--- src/rtl/serstat_pkg.sv ---
package serstat_pkg;
  localparam int ADDR_W = 2;
  localparam int REG_W  = 16;

  localparam logic [ADDR_W-1:0] ADDR_STATUS = 2'd0;
  localparam logic [ADDR_W-1:0] ADDR_BAUD   = 2'd1;
  localparam logic [ADDR_W-1:0] ADDR_RXDATA = 2'd2;

  localparam int BIT_RXRDY  = 0;
  localparam int BIT_PKTRDY = 1;
  localparam int BIT_OVF    = 2;
  localparam int BIT_MODE   = 3;
  localparam int BIT_TXRDY  = 4;

  typedef struct packed {
    logic statWr;
    logic baudWr;
    logic popReq;
  } strobe_t;
endpackage

--- src/rtl/serstat_dp.sv ---
module serstat_dp
  import serstat_pkg::*;
#(
  parameter int DATA_W = 8,
  parameter int DEPTH = 8,
  parameter int BAUD_W = 13,
  parameter logic [BAUD_W-1:0] BAUD_RST = 13'h0017
) (
  input  logic              clk,
  input  logic              rstN,
  input  strobe_t           strobes,
  input  logic [REG_W-1:0]  wrData,
  input  logic              rxValid,
  input  logic [DATA_W-1:0] rxByte,
  output logic [DATA_W-1:0] headByte,
  output logic              rxRdy,
  output logic              pktRdy,
  output logic              ovfFlag,
  output logic              modeBit,
  output logic [BAUD_W-1:0] baudVal,
  output logic              rxIrq
);
  localparam int PTR_W = (DEPTH > 1) ? $clog2(DEPTH) : 1;
  localparam int CNT_W = $clog2(DEPTH + 1);
  localparam logic [PTR_W-1:0] PTR_LAST = PTR_W'(DEPTH - 1);
  localparam logic [CNT_W-1:0] CNT_FULL = CNT_W'(DEPTH);

  logic [DATA_W-1:0] mem [DEPTH];
  logic [PTR_W-1:0]  wrPtr, rdPtr;
  logic [CNT_W-1:0]  count;
  logic full, empty, doPush, doPop, ovfSet, ovfClr;

  assign full   = (count == CNT_FULL);
  assign empty  = (count == '0);
  assign doPop  = strobes.popReq && !empty;
  assign doPush = rxValid && (!full || doPop);
  assign ovfSet = rxValid && full && !doPop;
  assign ovfClr = strobes.statWr && wrData[BIT_OVF];

  always_ff @(posedge clk) begin
    if (doPush) mem[wrPtr] <= rxByte;
  end

  always_ff @(posedge clk) begin
    if (!rstN) begin
      wrPtr <= '0;
      rdPtr <= '0;
      count <= '0;
    end else begin
      if (doPush) wrPtr <= (wrPtr == PTR_LAST) ? '0 : wrPtr + 1'b1;
      if (doPop)  rdPtr <= (rdPtr == PTR_LAST) ? '0 : rdPtr + 1'b1;
      case ({doPush, doPop})
        2'b10:   count <= count + 1'b1;
        2'b01:   count <= count - 1'b1;
        default: count <= count;
      endcase
    end
  end

  always_ff @(posedge clk) begin
    if (!rstN) begin
      ovfFlag <= 1'b0;
      modeBit <= 1'b0;
      baudVal <= BAUD_RST;
    end else begin
      if (ovfSet)      ovfFlag <= 1'b1;
      else if (ovfClr) ovfFlag <= 1'b0;
      if (strobes.statWr) modeBit <= wrData[BIT_MODE];
      if (strobes.baudWr) baudVal <= wrData[BAUD_W-1:0];
    end
  end

  assign headByte = empty ? '0 : mem[rdPtr];
  assign rxRdy    = !empty;
  assign pktRdy   = full;
  assign rxIrq    = modeBit ? pktRdy : rxRdy;

  AST_COUNT_BOUND: assert property (@(posedge clk) disable iff (!rstN)
    count <= CNT_FULL);
  AST_FULL_DROP: assert property (@(posedge clk) disable iff (!rstN)
    (rxValid && full && !strobes.popReq) |=> (count == CNT_FULL && ovfFlag));
  AST_OVF_STICKY: assert property (@(posedge clk) disable iff (!rstN)
    (ovfFlag && !(strobes.statWr && wrData[BIT_OVF])) |=> ovfFlag);
  AST_EMPTY_POP: assert property (@(posedge clk) disable iff (!rstN)
    (empty && strobes.popReq && !rxValid) |=> (count == '0));
  AST_IRQ_NEEDS_DATA: assert property (@(posedge clk) disable iff (!rstN)
    rxIrq |-> (count != '0));
endmodule

--- src/rtl/serstat_ctrl.sv ---
module serstat_ctrl
  import serstat_pkg::*;
#(
  parameter int DATA_W = 8,
  parameter int BAUD_W = 13
) (
  input  logic              clk,
  input  logic              rstN,
  input  logic [ADDR_W-1:0] cpuAddr,
  input  logic              cpuWrEn,
  input  logic              cpuRdEn,
  input  logic              txNotFull,
  input  logic [DATA_W-1:0] headByte,
  input  logic              rxRdy,
  input  logic              pktRdy,
  input  logic              ovfFlag,
  input  logic              modeBit,
  input  logic [BAUD_W-1:0] baudVal,
  output strobe_t           strobes,
  output logic [REG_W-1:0]  rdData
);
  logic [REG_W-1:0] statusWord;

  always_comb begin
    strobes        = '0;
    strobes.statWr = cpuWrEn && (cpuAddr == ADDR_STATUS);
    strobes.baudWr = cpuWrEn && (cpuAddr == ADDR_BAUD);
    strobes.popReq = cpuRdEn && (cpuAddr == ADDR_RXDATA);
  end

  always_comb begin
    statusWord             = '0;
    statusWord[BIT_RXRDY]  = rxRdy;
    statusWord[BIT_PKTRDY] = pktRdy;
    statusWord[BIT_OVF]    = ovfFlag;
    statusWord[BIT_MODE]   = modeBit;
    statusWord[BIT_TXRDY]  = txNotFull;
  end

  always_comb begin
    case (cpuAddr)
      ADDR_STATUS: rdData = statusWord;
      ADDR_BAUD:   rdData = REG_W'(baudVal);
      ADDR_RXDATA: rdData = REG_W'(headByte);
      default:     rdData = '0;
    endcase
  end

  AST_ONE_STROBE: assert property (@(posedge clk) disable iff (!rstN)
    $onehot0({strobes.statWr, strobes.baudWr, strobes.popReq}));
endmodule

--- src/rtl/serstat_top.sv ---
module serstat_top
  import serstat_pkg::*;
#(
  parameter int DATA_W = 8,
  parameter int DEPTH = 8,
  parameter int BAUD_W = 13,
  parameter logic [BAUD_W-1:0] BAUD_RST = 13'h0017
) (
  input  logic              clk,
  input  logic              rstN,
  input  logic              rxValid,
  input  logic [DATA_W-1:0] rxByte,
  input  logic              txNotFull,
  input  logic [ADDR_W-1:0] cpuAddr,
  input  logic              cpuWrEn,
  input  logic              cpuRdEn,
  input  logic [REG_W-1:0]  cpuWrData,
  output logic [REG_W-1:0]  cpuRdData,
  output logic              rxIrq
);
  strobe_t           strobes;
  logic [DATA_W-1:0] headByte;
  logic              rxRdy, pktRdy, ovfFlag, modeBit;
  logic [BAUD_W-1:0] baudVal;

  serstat_ctrl #(.DATA_W(DATA_W), .BAUD_W(BAUD_W)) uCtrl (
    .clk(clk), .rstN(rstN), .cpuAddr(cpuAddr), .cpuWrEn(cpuWrEn),
    .cpuRdEn(cpuRdEn), .txNotFull(txNotFull), .headByte(headByte),
    .rxRdy(rxRdy), .pktRdy(pktRdy), .ovfFlag(ovfFlag), .modeBit(modeBit),
    .baudVal(baudVal), .strobes(strobes), .rdData(cpuRdData)
  );

  serstat_dp #(.DATA_W(DATA_W), .DEPTH(DEPTH), .BAUD_W(BAUD_W),
               .BAUD_RST(BAUD_RST)) uDp (
    .clk(clk), .rstN(rstN), .strobes(strobes), .wrData(cpuWrData),
    .rxValid(rxValid), .rxByte(rxByte), .headByte(headByte),
    .rxRdy(rxRdy), .pktRdy(pktRdy), .ovfFlag(ovfFlag), .modeBit(modeBit),
    .baudVal(baudVal), .rxIrq(rxIrq)
  );

  AST_MODE_HOLD: assert property (@(posedge clk) disable iff (!rstN)
    !(cpuWrEn && cpuAddr == ADDR_STATUS) |=> $stable(modeBit));
endmodule

--- config.mk ---
export PLATFORM = sky130hd
export DESIGN_NAME = serstat_top
export DESIGN_NICKNAME = d
export VERILOG_FILES = /design/src/rtl/serstat_pkg.sv /design/src/rtl/serstat_dp.sv /design/src/rtl/serstat_ctrl.sv /design/src/rtl/serstat_top.sv
export SDC_FILE = /design/constraint.sdc
export NUM_CORES = 1
export LEC_CHECK = 0
export ABC_CLOCK_PERIOD_IN_PS = 3700
export BUFFER_PORTS_ARGS = -buffer_cell sky130_fd_sc_hd__buf_2
export CAP_MARGIN = 25
export CORE_MARGIN = 4
export CORE_UTILIZATION = 55
export DETAILED_ROUTE_END_ITERATION = 8
export GPL_ROUTABILITY_DRIVEN = 0
export GPL_TIMING_DRIVEN = 0
export HOLD_SLACK_MARGIN = 0.05
export PLACE_DENSITY = 0.76
export SLEW_MARGIN = 30
export SYNTH_ARGS = -nofsm -noshare
export SYNTH_HDL_FRONTEND = slang
export SYNTH_SLANG_ARGS = --single-unit
--- constraint.sdc ---
create_clock -name clk -period 3.7 [get_ports clk]
set_input_delay 0.185 -clock clk [delete_from_list [all_inputs] [get_ports clk]]
set_output_delay 0.185 -clock clk [all_outputs]
set_load 0.02 [all_outputs]
# == After elaboration in Yosys (flattened, before gate mapping) ==
# Memory sizes are Yosys's and may differ from the RTL's. A register that Yosys moved wholly into a read port is not among the register bits.
# Index checks and enable logic that the tools add are counted.
# classes
n_addsub,4
mul,0
div_mod_pow,0
n_lt_le_gt_ge,0
eq_ne,7
shift,0
n_mux,12
n_bitwise,0
n_reduce_logical,16
# ops
operator,count
$pmux 13 s3,1
$mux 3,4
$logic_and 1x1->1,8
$mux 8,1
$pmux 4 s2,1
$add 3x1->3 const B,2
$eq 3x3->1 const B,2
$mux 1,5
$add 4x1->4 const B,1
$eq 2x1->1 const B,2
$eq 2x2->1 const B,2
$eq 4x4->1 const B,1
$logic_not 4->1,1
$reduce_bool 2->1,2
$sub 4x1->4 const B,1
$logic_not 1->1,3
$logic_not 2->1,1
$logic_or 1x1->1,1
# totals
reg_bits,25
latchBits,0
mem_bits_rw,64
romBits,0
inputBits,32
elab_cells,46
memories,1
# mem_list
memory,words,width,read_ports,rd_clocked_by_memory_dff,wr,line_no,text
uDp.mem,8,8,1,1,1,serstat_dp.sv:28,logic [DATA_W-1:0] mem [DEPTH];

# == Logic depth before layout (Yosys ltp) ==
# Gate-level depths: netlist of run 1.
# logic_depth
ltp_word,7
mapped_depth,11
mapped_depth_nobuf,10

# == By module ==
# From an unflattened synthesis of run 1, not the netlist that was laid out.
# unflattened
cells_unflattened,267
area_unflattened_um2,3956.3
# modules_own_cells
mod,n_inst,cells_per_inst,area_each_um2,seq_area_each_um2
serstat_dp,1,238,3718.6,2482.4
serstat_ctrl,1,29,237.7,0.0

# == Worst setup path before layout of run 1 ==
# Ideal clock, no wire load.
# synth_timing
kind,register to register
startpoint,register uDp.count[1]
endpoint,register uDp.count[2]
t_arrival_ns,2.410
required_time_ns,3.624
setup_slack_ns,1.214
stages_incl_launch_ff,12
path_buffers,1
cell_sequence,dfxtp_1 -> buf_6 -> or4_4 -> nand3_1 -> inv_1 -> ha_1 -> xor2_1 -> ha_1 -> a21oi_1 -> xor2_1 -> or3_1 -> a21boi_0
# synth_between
elab_chain_cells,7
word_cells_on_any_way,13
# synth_rtl
element,line_no,text
from (decl),serstat_dp.sv:30,logic [CNT_W-1:0] count;
from (signal assigned),serstat_dp.sv:53,2'b10: count <= count + 1'b1;
from (signal assigned),serstat_dp.sv:54,2'b01: count <= count - 1'b1;
from (signal assigned),serstat_dp.sv:55,default: count <= count;
$logic_not 4->1 *,serstat_dp.sv:34,assign empty = (count == '0);
$logic_not 1->1 *,serstat_dp.sv:35,assign doPop = strobes.popReq && !empty;
$logic_and 1x1->1 *,serstat_dp.sv:35,
net uDp.doPop,serstat_dp.sv:31,"logic full, empty, doPush, doPop, ovfSet, ovfClr;"
$logic_or 1x1->1,serstat_dp.sv:36,assign doPush = rxValid && (!full || doPop);
$logic_and 1x1->1,serstat_dp.sv:36,
$eq 2x1->1 or $eq 2x2->1 (tied branches),serstat_dp.sv:52,"case ({doPush, doPop})"
$pmux 4 s2 or $reduce_bool 2->1 (tied branches),n/a,
# The timed path passes the listed nets; every way through them passes the cells marked *.
# A chain may end at the register's enable or synchronous reset.

# == Worst setup path after layout of run 1 ==
# Same ends and word-level chain as after synthesis.

==> results.toml, run 1 <==
[setup_path]
crit_required_ns = 3.98
ff2ff_setup_slack_ns = 0.96
cp-end-kind = "flop"
endpoint = "uDp.count[2]$_SDFFE_PN0P_"
crit_type = "reg2reg"
cp_max_fo = 9
r2r_end = "uDp.count[2]$_SDFFE_PN0P_"
start_kind = "flop"
r2r_start = "uDp.count[1]$_SDFFE_PN0P_"
worst-endpoint-arrival_ns = 3.02
crit_start = "uDp.count[1]$_SDFFE_PN0P_"
reg2regPathDepth = 11

[power_and_ir_drop]
ir_drop_mv = 0.273
report.power.total_mw = 1.99
powerDensity_nw_per_um2 = 448
p_leak_nw = 1.62

[detailed_routing]
top_layer_used = "met4"
drt_first_iter_violations = 146
vias = 2411
ant_nets = 0
finalWirelength_um = 7690
vias_per_cell = 5.53
wl_met1_um = 3440
met3_length_um = 458
route.met2.wl_um = 3700
dr.pass1.iters = 5
drc = 0
wl_per_cell_um = 17.6

[sta]
tightestPinTransition_ns = 0.882
maxSlewHeadroom_pct = 41.0
layout_min_cycle_time_ns = 2.74
finalWorstSetupSlack_ns = 0.964
finClkSkew_ns = 0.00879
setup_viol = 0
fin_crit_sh_pct = 73.9
finalHoldViolations = 0
fmax_mhz = 365
rsz0062_at_grt = "false"
slew_violations = 0
fin_setup_tns_ns = 0

[yosys]
netlist_instances = 277
avgSynthCellArea_sq_um = 14.0
yosysTopAreaCell = "edfxtp_1"
synth-seq-cells = 92
yosysMostFrequentCell = "edfxtp_1"
synthesis.area_sq_um = 3870
synth-seq-area-share_pct = 64.2
async_flop_share_pct = 0
yosys-top-cells-count = "64 x edfxtp_1, 43 x nand2_1, 28 x dfxtp_1"
synth_ff_type = "edfxtp_1"
synth_area_leaders = "edfxtp_1 50%, dfxtp_1 14%, mux4_2 9.3%"
synthDistinctLibCells = 37
synth_top_cell_area_share_pct = 49.7
synth_edf_count = 64
ys_warn_count = 0

[floorplanning]
start_util_pct = 56.9
rows = 30
die_w_um = 91.8
num_io_pins = 49
die-area_sq_um = 8430
die-height_um = 91.8
core_sq_um = 6790

[clock_network]
clockBufferDepth = 2
cts_buffers = 9
cts-root-buf = "clkbuf_8"
clk_latency_ns = 0.36
numClockSinks = 92
clkSlewWorstSetupHoldPaths_ns = 0.09
h-tree-depth = 3
cts_tree = "built"

[worst_hold_path]
hp-class = "in2reg"

[run_status]
status = "finished, final reports clean"

[global_routing]
gr-total-overflow = 0
grt_usage_pct = 19.4
grt_max_degree = 18
antenna_found_initial = 0
grt_first_pass_wirelength_um = 12400
grt_pass1_vias = 2346

[cells_and_area]
area_growth_syn_to_layout_pct = 15.3
drive_gt1_share_pct = 27.1
nFillCells = 494
diodes = 0
finalNetCount = 374

[placed_design]
post-place-ws_ns = 1.01
numPortBuffers = 39
hpwl_um = 5330

[flow_run]
maxCapViolCount = 0
## how the worst min path moves through the flow
stage	from	endpoint	slack [ns]	cells past startpoint
CTS	cpuWrData[6]	uDp.baudVal[6]$_SDFFE_PN0P_	0.06	3
global placement	cpuWrData[4]	uDp.baudVal[4]$_SDFFE_PN1P_	0.40	3
global route	cpuWrData[9]	uDp.baudVal[9]$_SDFFE_PN0P_	0.07	3
finish	cpuWrData[6]	uDp.baudVal[6]$_SDFFE_PN0P_	0.07	3
detailed placement	cpuWrData[1]	uDp.baudVal[1]$_SDFFE_PN1P_	0.41	3
floorplan	rxByte[0]	uDp.mem[0][0]$_DFFE_PP_	0.28	0
## power by group
part           internal (mW)  total [mW]  switching, mW
logic                 0.0840       0.196          0.112
clock network          0.294       0.655          0.361
registers               1.13        1.14         0.0156
## routing by layer
metal | GRT usage (%) | up-vias
li1 | - | 1145
met1 | 25.6 | 1181
met2 | 32.4 | 75
met5 | 0 | -
met3 | 4.43 | 10
met4 | 5.57 | 0
## layout by cell type, fill, tap and decap left out, drive strengths merged
cell / n
nand4: 1
edfxtp: 64
clkinv: 1
and3: 1
buf: 51
dlygate4sd3: 3
nand3: 12
and3b: 1
dfxtp: 28
a32o: 2
ha: 7
inv: 5
a221o: 6
o21ai: 6
nor2: 11
nor3: 5
nor3b: 1
nand2: 43
and2: 11
a21oi: 2
nor2b: 3
conb: 3
xnor2: 1
or3: 3
clkbuf: 18
or4b: 1
nand2b: 3
xor2: 2
or3b: 1
mux4: 16
or4: 1
or2: 1
o22ai: 2
a21boi: 16
mux2i: 7
clkinvlp: 1
## kinds of logic after synthesis
logic type / count (synthesis) / synth area share, %
adders and majority gates: 7 / 2.27
other: 1 / 0.0970
and+or+nand+nor: 99 / 12.6
DFF: 92 / 64.2
xor gates and xnor gates: 3 / 0.680
buffers and inverters: 18 / 2.39
AOI/OAI and AO/OA: 34 / 6.63
muxes: 23 / 11.1
## repair_timing
item	in CTS	in global routing
hold buffers	3	0
endpoints found under the hold margin	3	0
setup buffers	0	0
resized for setup	0	0
## final cells by class
cell class	count	area, sq um	area share, %
sequential	92	2480	55.7
timing repair buffer	45	248	5.56
clock buffer	11	153	3.43
tap	96	120	2.70
clock inverter	5	42.5	0.955
inverter	2	7.51	0.168
multi-input combinational	169	1320	29.6
buffer	16	85.1	1.91
## state kept, by name, summed over array words and instances, names as in the netlist, named ones only
register	flops
uDp.modeBit	1
uDp.rdPtr	3
uDp.count	4
uDp.wrPtr	3
uDp.baudVal	13
uDp.ovfFlag	1
uDp.mem	64
## worst max-delay path: stages (launching register included)
cell and delay (ns):
dfxtp_1 0.32, buf_6 0.13, or4_4 0.55, nand3_1 0.22, inv_1 0.10, ha_1 0.28
xor2_1 0.17, ha_1 0.20, a21oi_1 0.14, xor2_1 0.09, or3_1 0.30, a21boi_0 0.17
## through the flow
stage,util (%),cells,hold WS (ns),instance area [sq um]
after floorplan,-,279,0.284,3870
after global placement,61.7,414,0.400,4190
after detailed placement,62.3,417,0.406,4230
after CTS,65.6,436,0.0608,4460
after global routing,65.6,436,0.0672,4460
final,65.6,436,0.0714,4460
Power figures use the tool's default switching activity.
==> run 2, diff against run 1 <==
--- a/config.mk
+++ b/config.mk
@@ -5,7 +5,7 @@
 export SDC_FILE = /design/constraint.sdc
 export NUM_CORES = 1
 export LEC_CHECK = 0
-export ABC_CLOCK_PERIOD_IN_PS = 3700
+export ABC_CLOCK_PERIOD_IN_PS = 2800
 export BUFFER_PORTS_ARGS = -buffer_cell sky130_fd_sc_hd__buf_2
 export CAP_MARGIN = 25
 export CORE_MARGIN = 4
==> constraint.sdc (replaced) <==
create_clock -name clk -period 2.8 [get_ports clk]
set_input_delay 0.14 -clock clk [delete_from_list [all_inputs] [get_ports clk]]
set_output_delay 0.14 -clock clk [all_outputs]
set_load 0.02 [all_outputs]
==> run 2 against run 1 <==
  * Cell area up 3.7%
  * Critical path depth is 2 lower
  * Fmax grew 3.7%
  * Combinational power up 43%
  * Worst setup slack lost 0.80 ns
  * Non-clock buffer count grew 15
  * Register-to-register slack lost 0.80 ns
  * Sequential cell count stayed put
  * Largest cell class unchanged
==> results.toml, run 2 (synthesis results as in run 1) <==
[floorplanning]
die-area_sq_um = 8430
start_util_pct = 56.9
die_w_um = 91.8
num_io_pins = 49
rows = 30
core_sq_um = 6790
die-height_um = 91.8

[cells_and_area]
finalNetCount = 389
mostFrequentLayoutCell = "edfxtp_1"
fin_area_sq_um = 4620
diodes = 0
final_cells = 451
seqCellArea_sq_um = 2480
drive_gt1_share_pct = 26.5
area_growth_syn_to_layout_pct = 19.5
utilization_pct = 68.0
largestRegisters = "uDp.mem x64, uDp.baudVal x13, uDp.count x4"
multi_input_area_sq_um = 1330
regMostFlops = "uDp.mem"
nFillCells = 473
layout_common_cells = "64 x edfxtp_1, 44 x buf_2, 43 x nand2_1"
largest_register_ffs = 64

[clock_network]
cts-root-buf = "clkbuf_8"
clk_latency_ns = 0.36
cts_tree = "built"
cts_buffers = 9
postCtsSetupRepairBufs = 0
clkSlewWorstSetupHoldPaths_ns = 0.09
h-tree-depth = 3
clockBufferDepth = 2
numClockSinks = 92

[power_and_ir_drop]
ir_drop_mv = 0.362
p_leak_nw = 1.68
powerDensity_nw_per_um2 = 575
report.power.total_mw = 2.66

[sta]
fmax_mhz = 379
maxSlewHeadroom_pct = 38.3
rsz0062_at_grt = "false"
fin_setup_tns_ns = 0
setup_viol = 0
finClkSkew_ns = 0.00911
slew_violations = 0
tightestPinTransition_ns = 0.923
layout_min_cycle_time_ns = 2.64
finalHoldViolations = 0
fin_crit_sh_pct = 94.2

[detailed_routing]
dr.pass1.iters = 4
drc = 0
finalWirelength_um = 8040
vias = 2482
wl_per_cell_um = 17.8
ant_nets = 0
vias_per_cell = 5.50
drt_first_iter_violations = 166

[setup_path]
cp-end-kind = "flop"
start_kind = "flop"
crit_type = "reg2reg"
r2r_start = "uDp.count[0]$_SDFFE_PN0P_"
ff2ff_setup_slack_ns = 0.16
r2r_end = "uDp.count[2]$_SDFFE_PN0P_"
cp_max_fo = 8
reg2regPathDepth = 9
crit_required_ns = 3.08
worst-endpoint-arrival_ns = 2.92

[worst_hold_path]
worstHoldEndpoint = "uDp.mem[6][4]$_DFFE_PP_"
hp-class = "in2reg"
min_path_cells = 1
hp-start = "rxByte[4]"

[global_routing]
grt_pass1_vias = 2450
grt_first_pass_wirelength_um = 12800
gr-total-overflow = 0
grt_max_degree = 18
grt_usage_pct = 20.0
antenna_found_initial = 0

[placed_design]
hpwl_um = 5330
numPortBuffers = 39
dpl.cell_count = 417
dpl-instance-area_sq_um = 4230

[flow_run]
maxCapViolCount = 0

[run_status]
status = "finished, final reports clean"
## run 2: cell types whose count changed in the layout (fill, tap and decap cells not counted), sizes merged
cell	before	now
dlygate4sd3	3	18
## run 2: timing repair
item	CTS	global route
gates resized for setup	0	3
hold endpoints to repair	53	0
setup endpoints to repair	0	1
hold buffers	18	0
## run 2: final cells by class
class | count | area share (%)
Timing Repair Buffer | 60 | 8.61
Buffer | 16 | 1.84
Sequential cell | 92 | 53.7
Inverter | 2 | 0.162
Clock buffer | 11 | 3.30
Clock inverter | 5 | 0.920
Tap cell | 96 | 2.60
Multi-Input combinational cell | 169 | 28.9
## run 2: report_power, final
| part | leakage [nW] | total, mW | internal [mW] | switching [mW] |
|---|---|---|---|---|
| Combinational | 0.778 | 0.280 | 0.125 | 0.155 |
| Clock | 0.0975 | 0.867 | 0.389 | 0.478 |
| Sequential | 0.809 | 1.51 | 1.49 | 0.0211 |
## run 2: stage by stage
step	hold slack, ns	worst slack (ns)
after detailed placement	0.361	0.109
final	0.0626	0.162
after global placement	0.355	0.169
after floorplan	0.239	0.314
after CTS	0.0529	0.0804
after global routing	0.0603	0.0187
## run 2: how the worst max path moves through the flow
| stage | startpoint | to | slack [ns] |
|---|---|---|---|
| 2_1_floorplan | uDp.count[1]$_SDFFE_PN0P_ | uDp.count[2]$_SDFFE_PN0P_ | 0.31 |
| 3_3_place_gp | uDp.count[1]$_SDFFE_PN0P_ | uDp.count[2]$_SDFFE_PN0P_ | 0.17 |
| 3_5_place_dp | uDp.count[1]$_SDFFE_PN0P_ | uDp.count[2]$_SDFFE_PN0P_ | 0.11 |
| 4_1_cts | uDp.count[1]$_SDFFE_PN0P_ | uDp.count[2]$_SDFFE_PN0P_ | 0.08 |
| 5_1_grt | uDp.count[1]$_SDFFE_PN0P_ | uDp.count[2]$_SDFFE_PN0P_ | 0.02 |
| 6_report | uDp.count[0]$_SDFFE_PN0P_ | uDp.count[2]$_SDFFE_PN0P_ | 0.16 |
## run 2: critical path, stage by stage (launching register included)
cell,delay (ns)
dfxtp_1,0.40
or4b_4,0.61
o21ai_4,0.26
ha_2,0.29
xor2_1,0.17
ha_1,0.18
a21oi_1,0.05
xor2_1,0.15
or3_1,0.30
a21boi_0,0.17
## run 2: per-layer routing
layer	GRT usage, %	share of wire [%]	vias to the layer above
met5	0	0	-
met4	5.94	1.4	0
met3	4.27	5.2	10
met2	34.1	49	82
met1	26.0	44	1211
li1	-	-	1179
